### config.mk
export PLATFORM = sky130hd
export DESIGN_NAME = gpio_mw_bank
export DESIGN_NICKNAME = d
export VERILOG_FILES = /design/src/rtl/gpio_mw_pkg.sv /design/src/rtl/gpio_mw_split_reg.sv /design/src/rtl/gpio_mw_in_sync.sv /design/src/rtl/gpio_mw_rd_mux.sv /design/src/rtl/gpio_mw_bank.sv
export SDC_FILE = /design/constraint.sdc
export NUM_CORES = 1
export LEC_CHECK = 0
export ABC_AREA = 1
export BUFFER_PORTS_ARGS = -buffer_cell sky130_fd_sc_hd__buf_2
export CAP_MARGIN = 20
export CORE_ASPECT_RATIO = 1.75
export CORE_MARGIN = 1
export CORE_UTILIZATION = 30
export DETAILED_ROUTE_END_ITERATION = 8
export PLACE_DENSITY = 0.6
export RECOVER_POWER = 50
export SYNTH_ARGS = -nofsm -noshare
export SYNTH_HDL_FRONTEND = slang
export SYNTH_HIERARCHICAL = 1
export SYNTH_SLANG_ARGS = --single-unit
### constraint.sdc
create_clock -name clk -period 1.7 [get_ports clk]
set_input_delay 0.255 -clock clk [delete_from_list [all_inputs] [get_ports clk]]
set_output_delay 0.255 -clock clk [all_outputs]
set_load 0.02 [all_outputs]
### src/rtl/gpio_mw_pkg.sv
package gpio_mw_pkg;
  // Number of stored split configuration registers, placed every 8 bytes.
  localparam int N_CFG = 10;

  // Configuration register order (index k, byte offset 8*k).
  localparam int K_OUT     = 0;
  localparam int K_DIR     = 1;
  localparam int K_IEN     = 2;
  localparam int K_IMASK   = 3;
  localparam int K_IEDGE   = 4;
  localparam int K_IPOL    = 5;
  localparam int K_IBOTH   = 6;
  localparam int K_DEB     = 7;
  localparam int K_DIVEN   = 8;
  localparam int K_DIVVAL  = 9;

  // Pulse-only register slot (byte offset 8*K_EOI).
  localparam int K_EOI = 12;

  // Word indices (byte offset / 4) of read-only words.
  localparam int W_STAT = 20;
  localparam int W_RAW  = 22;
  localparam int W_EXT  = 28;
  localparam int W_VER  = 30;

  localparam logic [31:0] LAYOUT_ID = 32'h0100_0C2B;
endpackage

### src/rtl/gpio_mw_split_reg.sv
// One logical register held as two halves. Each half takes a masked write:
// the upper part of the write word enables the matching lower-part bits.
// PULSE=0 stores the result; PULSE=1 emits it for one cycle only.
module gpio_mw_split_reg #(
  parameter int HALF  = 16,
  parameter bit PULSE = 1'b0
) (
  input  logic              clk,
  input  logic              rst,
  input  logic              we,
  input  logic              sel_lo,
  input  logic              sel_hi,
  input  logic [2*HALF-1:0] wdata,
  output logic [2*HALF-1:0] q
);
  localparam int W = 2 * HALF;

  logic [HALF-1:0] en_bits;
  logic [HALF-1:0] val_bits;

  assign en_bits  = wdata[W-1:HALF];
  assign val_bits = wdata[HALF-1:0];

  for (genvar h = 0; h < 2; h++) begin : g_half
    logic hit;
    logic [HALF-1:0] cur;

    assign hit = we & ((h == 0) ? sel_lo : sel_hi);
    assign q[h*HALF +: HALF] = cur;

    if (PULSE) begin : g_pulse
      always_ff @(posedge clk) begin
        if (rst)      cur <= '0;
        else if (hit) cur <= en_bits & val_bits;
        else          cur <= '0;
      end
    end else begin : g_store
      always_ff @(posedge clk) begin
        if (rst)      cur <= '0;
        else if (hit) cur <= (cur & ~en_bits) | (val_bits & en_bits);
      end
    end
  end
endmodule

### src/rtl/gpio_mw_in_sync.sv
// Multi-flop synchronizer for the asynchronous pin inputs.
module gpio_mw_in_sync #(
  parameter int WIDTH  = 32,
  parameter int STAGES = 2
) (
  input  logic             clk,
  input  logic             rst,
  input  logic [WIDTH-1:0] d,
  output logic [WIDTH-1:0] q
);
  logic [WIDTH-1:0] chain [STAGES];

  always_ff @(posedge clk) begin
    if (rst) begin
      for (int s = 0; s < STAGES; s++) chain[s] <= '0;
    end else begin
      chain[0] <= d;
      for (int s = 1; s < STAGES; s++) chain[s] <= chain[s-1];
    end
  end

  assign q = chain[STAGES-1];
endmodule

### src/rtl/gpio_mw_rd_mux.sv
// Registered read-data selection by word index.
module gpio_mw_rd_mux
  import gpio_mw_pkg::*;
#(
  parameter int PINS   = 32,
  parameter int WORD_W = 6
) (
  input  logic                       clk,
  input  logic                       rst,
  input  logic [WORD_W-1:0]          word,
  input  logic [N_CFG-1:0][PINS-1:0] cfg,
  input  logic [PINS-1:0]            stat,
  input  logic [PINS-1:0]            raw,
  input  logic [PINS-1:0]            ext,
  output logic [PINS-1:0]            rdata
);
  localparam int HALF = PINS / 2;

  logic [WORD_W-2:0] slot;
  logic [PINS-1:0]   nxt;

  assign slot = word[WORD_W-1:1];

  always_comb begin
    nxt = '0;
    for (int k = 0; k < N_CFG; k++) begin
      if (slot == (WORD_W-1)'(k)) begin
        nxt = {{HALF{1'b0}}, (word[0] ? cfg[k][PINS-1:HALF] : cfg[k][HALF-1:0])};
      end
    end
    if (word == WORD_W'(W_STAT)) nxt = stat;
    if (word == WORD_W'(W_RAW))  nxt = raw;
    if (word == WORD_W'(W_EXT))  nxt = ext;
    if (word == WORD_W'(W_VER))  nxt = LAYOUT_ID;
  end

  always_ff @(posedge clk) begin
    if (rst) rdata <= '0;
    else     rdata <= nxt;
  end
endmodule

### src/rtl/gpio_mw_bank.sv
module gpio_mw_bank
  import gpio_mw_pkg::*;
#(
  parameter int PINS        = 32,
  parameter int ADDR_W      = 8,
  parameter int SYNC_STAGES = 2
) (
  input  logic              clk,
  input  logic              rst,
  input  logic [ADDR_W-1:0] bus_addr,
  input  logic [PINS-1:0]   bus_wdata,
  input  logic              bus_we,
  output logic [PINS-1:0]   bus_rdata,
  input  logic [PINS-1:0]   pin_in,
  output logic [PINS-1:0]   pin_out,
  output logic [PINS-1:0]   pin_oe,
  output logic [PINS-1:0]   irq_en,
  output logic [PINS-1:0]   irq_mask,
  output logic [PINS-1:0]   irq_edge,
  output logic [PINS-1:0]   irq_pol,
  output logic [PINS-1:0]   irq_both,
  output logic [PINS-1:0]   deb_en,
  output logic [PINS-1:0]   deb_div_en,
  output logic [PINS-1:0]   deb_div_val,
  input  logic [PINS-1:0]   irq_stat_in,
  input  logic [PINS-1:0]   irq_raw_in,
  output logic [PINS-1:0]   eoi_pulse
);
  localparam int HALF   = PINS / 2;
  localparam int WORD_W = ADDR_W - 2;

  logic [WORD_W-1:0]          word;
  logic [N_CFG-1:0][PINS-1:0] cfg;
  logic [PINS-1:0]            ext_sync;

  assign word = bus_addr[ADDR_W-1:2];

  for (genvar k = 0; k < N_CFG; k++) begin : g_cfg
    gpio_mw_split_reg #(.HALF(HALF), .PULSE(1'b0)) u_reg (
      .clk    (clk),
      .rst    (rst),
      .we     (bus_we),
      .sel_lo (word == WORD_W'(2*k)),
      .sel_hi (word == WORD_W'(2*k+1)),
      .wdata  (bus_wdata),
      .q      (cfg[k])
    );
  end

  gpio_mw_split_reg #(.HALF(HALF), .PULSE(1'b1)) u_eoi (
    .clk    (clk),
    .rst    (rst),
    .we     (bus_we),
    .sel_lo (word == WORD_W'(2*K_EOI)),
    .sel_hi (word == WORD_W'(2*K_EOI+1)),
    .wdata  (bus_wdata),
    .q      (eoi_pulse)
  );

  gpio_mw_in_sync #(.WIDTH(PINS), .STAGES(SYNC_STAGES)) u_sync (
    .clk (clk),
    .rst (rst),
    .d   (pin_in),
    .q   (ext_sync)
  );

  gpio_mw_rd_mux #(.PINS(PINS), .WORD_W(WORD_W)) u_rd (
    .clk   (clk),
    .rst   (rst),
    .word  (word),
    .cfg   (cfg),
    .stat  (irq_stat_in),
    .raw   (irq_raw_in),
    .ext   (ext_sync),
    .rdata (bus_rdata)
  );

  assign pin_out     = cfg[K_OUT];
  assign pin_oe      = cfg[K_DIR];
  assign irq_en      = cfg[K_IEN];
  assign irq_mask    = cfg[K_IMASK];
  assign irq_edge    = cfg[K_IEDGE];
  assign irq_pol     = cfg[K_IPOL];
  assign irq_both    = cfg[K_IBOTH];
  assign deb_en      = cfg[K_DEB];
  assign deb_div_en  = cfg[K_DIVEN];
  assign deb_div_val = cfg[K_DIVVAL];
endmodule

### Word level (Yosys, flattened, before mapping)

Memory sizes are Yosys's and may differ from the RTL's.
Index checks and enable logic that the tools add are counted.

* bits in registers: 384
* memory bits (writable): 64
* output and inout bits: 384
* memories: 1

* equality and inequality tests: 34
* multiplexer cells: 29
* bitwise gates (word level): 68
* reduce and logical (&&, ||, !) cells: 5

Memories
* u_sync.chain: words 2, bits a word 32, read ports 2, clocked after Yosys merged registers in 0, wr ports 2, RTL line gpio_mw_in_sync.sv:11 `logic [WIDTH-1:0] chain [STAGES];`

Operator list (count)
* AND 16 bit: 21
* 2-to-1 mux 16 bit: 20
* bitwise OR 16 bit: 20
* 2-to-1 mux 32 bit: 5
* == test 6 x 5 -> 1 bit, second input constant: 10
* == test 6 x 4 -> 1 bit, second input constant: 8
* 2-to-1 mux 25 bit: 1
* == test 6 x 3 -> 1 bit, second input constant: 4
* AND 1 bit: 22
* == test 5 x 3 -> 1 bit, second input constant: 4
* NOT 16 bit: 1
* == test 6 x 2 -> 1 bit, second input constant: 2
* == test 5 x 2 -> 1 bit, second input constant: 2
* == test 5 x 4 -> 1 bit, second input constant: 2
* == test 6 x 1 -> 1 bit, second input constant: 1
* logical NOT 6 bit: 1
* OR reduction 2 bit: 3
* == test 5 x 1 -> 1 bit, second input constant: 1
* logical NOT 5 bit: 1
* 2-to-1 mux 1 bit: 3
* NOT 1 bit: 2
* bitwise OR 1 bit: 2

### Depth between registers and ports, before layout

Gate-level depths: netlist of run 1.

* depth after elaboration: 15
* mapped depth: 15
* mapped depth without buffers: 13

### Modules after synthesis

The synthesis of run 1 kept the hierarchy.

Modules (own cells, without submodules)
* gpio_mw_split_reg at g_cfg[0].u_reg ...: times used 10, cells each 235, area an instance 1527.7 um^2
* gpio_mw_rd_mux: times used 1, cells each 969, area an instance 4939.7 um^2
* gpio_mw_in_sync: times used 1, cells each 231, area an instance 2080.7 um^2
* gpio_mw_split_reg at u_eoi: times used 1, cells each 85, area an instance 912.1 um^2
* gpio_mw_bank: times used 1, cells each 47, area an instance 201.4 um^2

### Least setup slack after synthesis of run 1

Ideal clock, no wire load.

* path kind: input to register
* from: input bus_addr[2]
* to: register u_rd.rdata[14]
* library setup time: 109 ps
* arrival: 1400 ps
* data required time: 1591 ps
* path slack: 191 ps
* stages on the path: 12
* path through: buf_4 > inv_4 > buf_2 > or2_2 > o211ai_1 > nand3_1 > nor3_1 > nand3_1 > nand2_1 > nand3_1 > nand2_1 > inv_1

* longest elaborated chain between the ends: 14
* elaborated cells on any way between the ends: 28
* classes of those cells: eq/ne: 4; mux: 23; reduce/logical: 1

Ends and longest elaborated chain
* start, declared: RTL line gpio_mw_bank.sv:10 `input logic [ADDR_W-1:0] bus_addr,`
* 2-to-1 mux 16 bit: RTL line gpio_mw_rd_mux.sv:28 `nxt = {{HALF{1'b0}}, (word[0] ? cfg[k][PINS-1:HALF] : cfg[k][HALF-1:0])};`
* 2-to-1 mux 16 bit (10 in series): RTL line gpio_mw_rd_mux.sv:27 `if (slot == (WORD_W-1)'(k)) begin`
* 2-to-1 mux 32 bit: RTL line gpio_mw_rd_mux.sv:31 `if (word == WORD_W'(W_STAT)) nxt = stat;`
* 2-to-1 mux 32 bit: RTL line gpio_mw_rd_mux.sv:32 `if (word == WORD_W'(W_RAW)) nxt = raw;`
* 2-to-1 mux 32 bit: RTL line gpio_mw_rd_mux.sv:33 `if (word == WORD_W'(W_EXT)) nxt = ext;`
* end signal, assigned: RTL line gpio_mw_rd_mux.sv:39 `else rdata <= nxt;`
* end, declared: RTL line gpio_mw_rd_mux.sv:15 `output logic [PINS-1:0] rdata`

Several ways; a longest one is shown, not always the timed one.
A chain may end at the register's enable or synchronous reset.

==> results.md, run 1 <==
* Critical path endpoint category: flip-flop
* Final worst setup slack at -0.0116 ns
* Fmax at 0.584 GHz
* Skew-Pair Late Insertion Delay at 0.63 ns
* Synth Register Bits at 448
* Worst Path Required at 2.21 ns
* HPWL Detailed at 92.4 mm
* Largest net degree at the start of global routing at 59
* Share of layout cells above drive strength 1 at 0.239
* Core Region at 77400 um^2
* Drt pass-1 iters at 7
* Vias at 26300
* WS Path Type: reg2reg
* Bufs and invs on worst path at 1
* Root buf cell: clkbuf_16
* Status: finished with violations
* Boundary Pins at 523
* Dpl ws at -0.709 ns
* CTS tree: built
* Slowest stage cell, crit path: dfxtp_2
* Max H-tree Level at 2
* Grt ovf at 0
* Max Slew Vio Count at 0
* Clock sinks at 448
* Largest cells by area after synthesis: dfxtp_1, nand2_1, nor2_1
* Max stage delay on crit path at 0.32 ns
* Antenna-violating nets left at 0
* Critical Path AT at 2.22 ns
* DR top layer: met5
* Vias in the first global route at 25400
* Vias per inst at 4.79
* Metal1 wirelength at 43.5 mm
* Sequential cell area fraction in the yosys report at 0.383
* Placed Area at 28900 um^2
* Fin crit share at 1.01
* Setup Skew at 0.0258 ns
* Final Util at 0.402
* Worst Max-Slew Pin Slew at 0.807 ns
* Asr flop ratio synth at 0
* Post-synthesis cell type count at 36
* Post-synth EDFFs at 0
* Site Rows at 135
* Avg Inst Size Synth at 6.36 um^2
* Drt total wl at 124 mm
* Ys flop type: dfxtp_1
* Crit path launch type: flip-flop
* CTS Buf Count at 49
* Unrepaired setup endpoints after global routing: yes
* Failing checks: negative setup slack
* Max cap viols at 0
* Class of the worst hold path: in2reg
* Gpl congestion at 1.00
* Leakage at 16.5 nW
* Detailed router's first-iteration violation count at 2286
* Synth Instances at 3682
* Initial antenna violation count at 2
* Minimum clock period at 1.71 ns
* Full die area at 79200 um^2
* Met3 Routed Length at 10.3 mm
* Most frequent cells in the layout: nand2_1, nor2_1, buf_2
* Die H at 372 um
* Slew headroom at 0.461
* First-pass GRT wire length at 175 mm
* Crit-path cells: or2_4 > o21ai_4 > nor2_2 > nor2_2 > nand3_2 > nor3_4 > nand3_2 > nand2_4 > nand3_2 > nand2_2 > inv_2
* Minimum hold slack at 0.0212 ns
* Commonest non-fill, non-tap cell in the layout: nand2_1
* Worst path top cell family by delay: simple AND/OR/NAND/NOR gates
* Count of input and output buffers at 520
* Area Growth Syn to Fin at 32.8%
* Initial Utilization at 0.303
* DRC violations left at 0
* Critical path peak fanout at 2
* Number of warnings issued by yosys at 6
* Setup Viol. Count Final at 1
* Net Count, Synth at 3821
* Share of the synthesized area in the top cell type at 0.383
* GRT Total Usage at 0.309
* Finished layout cell area at 31100 um^2
* CP dominant cell by count: nand3_2
* Met2 WL at 58.1 mm
* Max clock buf depth at 3
* Die span in x at 213 um
* Fin. Hold Viols at 0
* Layout Nets at 4566
* WL/cell at 22.6 um
* Worst-path clk slew at 0.07 ns
* VDD IR max at 0.681 mV
* Cell taking the most area after synthesis: dfxtp_1
* Mapped Area at 23400 um^2
* Cell Pwr Density at 797 nW/um^2
-- worst paths after layout --
kind | startpoint | to | slack [ns] | cells past startpoint
worst max-delay path | flip-flop | u_rd/rdata[2] | -0.01 | 11
worst min-delay path | irq_raw_in[26] | u_rd/rdata[26] | 0.02 | 4
worst max register to register | flip-flop | u_rd/rdata[2] | -0.01 | 11
worst min register to register | u_sync/chain[0][22] | u_sync/chain[0][54] | 0.40 | 2
-- synth_stat cells, types with 5 or more instances --
library cell / number
nand2_1: 1055
nor2_1: 897
inv_1: 470
dfxtp_1: 448
nand3_1: 297
buf_4: 64
buf_6: 52
nand3_2: 51
a21oi_1: 45
or2_2: 44
o211ai_1: 41
buf_2: 38
o21ai_0: 31
nand4_1: 26
clkbuf_2: 20
clkbuf_8: 20
nor2_2: 16
a31o_1: 9
clkbuf_1: 9
inv_2: 9
a31o_2: 6
nor2_4: 6
and2_0: 5
nor3_1: 5
-- cell families (layout without fill, tap and decap cells) --
kind of cell	count (synthesis)	after routing	share of synthesized area
buffers and inverters	683	1467	0.148
other	0	2	0
AND/OR/NAND/NOR	2414	2414	0.432
AO/OA/AOI/OAI	137	137	0.0368
flip-flops	448	448	0.383
-- area by class of cell --
class,instances,area (um^2)
Antenna cell,2,5.00
Clock buffer,69,1420
Clock inverter,21,262
Fill cell,8382,46300
Inverter,480,1800
Multi-Input combinational cell,2551,11000
Sequential cell,448,9010
Tap cell,1027,1280
Timing Repair Buffer,897,6290
-- per-stage QoR --
| step | std cells | TNS (ns) | total power, mW |
|---|---|---|---|
| floorplan | 3682 | 0 | 11.9 |
| global placement | 5331 | -60.67 | 13.4 |
| detailed placement | 5331 | -63.97 | 13.3 |
| CTS | 5492 | -0.121 | 24.9 |
| global route | 5493 | -0.205 | 25.5 |
| finish | 5495 | -0.0116 | 24.8 |
-- metal layers --
layer	track usage	up-vias
met5	0	-
met4	0.267	2
met3	0.0706	395
met2	0.521	1275
met1	0.322	12000
li1	-	12600
-- what timing repair did --
item,4_1_cts,5_1_grt
hold endpoints to repair,59,0
setup buffers,0,2
setup endpoints to repair,5,15
pin swaps,9,54
hold buffers,71,0
resized for setup,27,84
-- worst min-delay path: cells and delay by family --
kind / cells / cell delay, ns
AOI/OAI and AO/OA: 1 / 0.14
and+or+nand+nor: 1 / 0.06
buffers and inverters: 2 / 0.14
-- power by group --
part	internal, mW	leakage (nW)	switching [mW]
logic	0.887	12.1	1.71
clock network	6.63	0.820	4.90
registers	10.6	3.64	0.0641
total	18.1	16.5	6.67
Note: power is estimated with default switching activity, not from simulation.
==> run 2: changes to the inputs <==
--- a/config.mk
+++ b/config.mk
@@ -12,6 +12,7 @@
 export CORE_MARGIN = 1
 export CORE_UTILIZATION = 30
 export DETAILED_ROUTE_END_ITERATION = 8
+export GPL_TIMING_DRIVEN = 0
 export PLACE_DENSITY = 0.6
 export RECOVER_POWER = 50
 export SYNTH_ARGS = -nofsm -noshare
==> results.md, run 2 (same netlist as run 1, synthesis figures left out) <==
* Setup Skew at 0.0197 ns (was 0.0258 ns)
* WL/cell at 23.3 um (was 22.6 um)
* Full die area at 79200 um^2 (unchanged)
* Boundary Pins at 523 (unchanged)
* Clock sinks at 448 (unchanged)
* Busiest grt layer: met2 (unchanged)
* Fin. Hold Viols at 0 (unchanged)
* VDD IR max at 0.871 mV (was 0.681 mV)
* Setup Viol. Count Final at 15 (was 1)
* Share of layout cells above drive strength 1 at 0.221 (was 0.239)
* HPWL Detailed at 91.0 mm (was 92.4 mm)
* Die H at 372 um (unchanged)
* Skew-Pair Late Insertion Delay at 0.64 ns (was 0.63 ns)
* Crit-path cells: nand2_2 > nand2_1 > nand2_1 > nand2_2 > nor2_4 > nand3_4 > nor3_4 > nand3_2 > nand2_4 > nand3_2 > nand2_1 > inv_1 (was or2_4 > o21ai_4 > nor2_2 > nor2_2 > nand3_2 > nor3_4 > nand3_2 > nand2_4 > nand3_2 > nand2_2 > inv_2)
* Core Region at 77400 um^2 (unchanged)
* Critical path endpoint category: flip-flop (unchanged)
* Die span in x at 213 um (unchanged)
* Root buf cell: clkbuf_16 (unchanged)
* GRT Total Usage at 0.312 (was 0.309)
* Cell Pwr Density at 824 nW/um^2 (was 797 nW/um^2)
* Post-route insts no fill at 5402 (was 5495)
* Vias per inst at 4.84 (was 4.79)
* Worst Path Required at 2.24 ns (was 2.21 ns)
* Max Slew Vio Count at 0 (unchanged)
* Commonest non-fill, non-tap cell in the layout: nand2_1 (unchanged)
* Finished layout cell area at 30200 um^2 (was 31100 um^2)
* WS Path Type: reg2reg (unchanged)
* Slowest stage cell, crit path: dfxtp_2 (unchanged)
* Max stage delay on crit path at 0.33 ns (was 0.32 ns)
* Gpl congestion at 0.980 (was 1.00)
* Worst path top cell family by delay: simple AND/OR/NAND/NOR gates (unchanged)
* Crit path launch type: flip-flop (unchanged)
* Total power at 24.9 mW (was 24.8 mW)
* Antenna-violating nets left at 0 (unchanged)
* Bufs and invs on worst path at 1 (unchanged)
* First-pass GRT wire length at 174 mm (was 175 mm)
* DRC violations left at 0 (unchanged)
* Layout Nets at 4476 (was 4566)
* Max cap viols at 0 (unchanged)
* Vias in the first global route at 24600 (was 25400)
* Met3 usage at 0.0797 (was 0.0706)
* CP dominant cell by count: nand2_1 (was nand3_2)
* Count of input and output buffers at 520 (unchanged)
* Fin crit share at 1.08 (was 1.01)
* Class of the worst hold path: in2reg (unchanged)
* Max clock buf depth at 3 (unchanged)
* Leakage at 15.6 nW (was 16.5 nW)
* Slew headroom at 0.239 (was 0.461)
* Multi-input gate area at 11400 um^2 (was 11000 um^2)
* Detailed router's first-iteration violation count at 2506 (was 2286)
* Most frequent cells in the layout: nand2_1, nor2_1, inv_1 (was nand2_1, nor2_1, buf_2)
* Met2 Resource Use GR at 0.528 (was 0.521)
* Minimum hold slack at 0.0180 ns (was 0.0212 ns)
* Fmax at 0.544 GHz (was 0.584 GHz)
* Initial antenna violation count at 0 (was 2)
* Largest net degree at the start of global routing at 29 (was 59)
* Status: finished with violations (unchanged)
* Area Growth Syn to Fin at 28.8% (was 32.8%)
* Critical Path AT at 2.38 ns (was 2.22 ns)
* Minimum clock period at 1.84 ns (was 1.71 ns)
* Global-route met1 utilization at 0.324 (was 0.322)
* Register area at 9000 um^2 (was 9010 um^2)
* Placed Area at 27300 um^2 (was 28900 um^2)
* # diodes at 0 (was 2)
* CTS Buf Count at 49 (unchanged)
* Final worst setup slack at -0.138 ns (was -0.0116 ns)
* Drt pass-1 iters at 6 (was 7)
* Site Rows at 135 (unchanged)
* Initial Utilization at 0.303 (unchanged)
* Dpl ws at -1.50 ns (was -0.709 ns)
* Max H-tree Level at 2 (unchanged)
* Vias at 26100 (was 26300)
* Placed Instances at 5230 (was 5331)
* Worst-path clk slew at 0.07 ns (about the same)
* CTS tree: built (unchanged)
* Critical path peak fanout at 2 (unchanged)
* Drt total wl at 126 mm (was 124 mm)
* Fillers at 8386 (was 8382)
* Failing checks: negative setup slack (unchanged)
* Setup TNS at -1.10 ns (was -0.0116 ns)
* Worst Max-Slew Pin Slew at 1.14 ns (was 0.807 ns)
* Final Util at 0.390 (was 0.402)
* Unrepaired setup endpoints after global routing: yes (unchanged)
* Grt ovf at 0 (unchanged)
==> run 2: cell count changes in the layout (fill, tap and decap cells not counted), moves of 10 or more <==
cell,delta
buf_4,-141
clkbuf_1,+79
buf_12,-60
buf_6,+46
nand3_1,-32
buf_2,-30
nand3_2,+30
clkbuf_8,+16
o21ai_2,+11
clkbuf_2,-10
==> run 2: worst paths after layout <==
kind                                     startpoint                  end  slack (ns)  cells past startpoint
worst min register to register  u_sync/chain[0][19]  u_sync/chain[0][51]        0.40                      2
worst max-delay path                      flip-flop        u_rd/rdata[6]       -0.14                     12
worst min-delay path                  irq_raw_in[4]        u_rd/rdata[4]        0.02                      7
worst max register to register            flip-flop        u_rd/rdata[6]       -0.14                     12
==> run 2: where the power goes <==
part | total [mW] | internal, mW | switching [mW]
clock network | 11.7 | 6.58 | 5.09
logic | 2.53 | 0.734 | 1.80
registers | 10.7 | 10.6 | 0.0536
==> run 2: routing by layer <==
metal,share of wire,vias up,routed length (um)
met4,0.094,0,11900
met5,0,-,0
met3,0.090,382,11300
met1,0.35,12000,43800
met2,0.47,1346,59000
li1,-,12400,-
==> run 2: area by class of cell <==
cell class	instances	area share
Inverter	480	0.0598
Clock inverter	25	0.0107
Sequential cell	448	0.298
Timing Repair Buffer	604	0.111
Multi-Input combinational cell	2551	0.378
Clock buffer	64	0.0449
Tap cell	1027	0.0426
Buffer	203	0.0550
==> run 2: timing repair <==
| item | 4_1_cts | 5_1_grt |
|---|---|---|
| hold buffers | 72 | 0 |
| buffers inserted | 8 | 3 |
| setup endpoints to repair | 22 | 19 |
| pin swaps | 48 | 67 |
| resized for setup | 144 | 81 |
| hold endpoints to repair | 56 | 0 |
==> run 2: worst register-to-register path, delay by kind of cell, from the launching register on <==
family                 cells  cell delay (ns)
flip-flops                 1             0.33
buffers and inverters      1             0.04
AND/OR/NAND/NOR           11             1.39
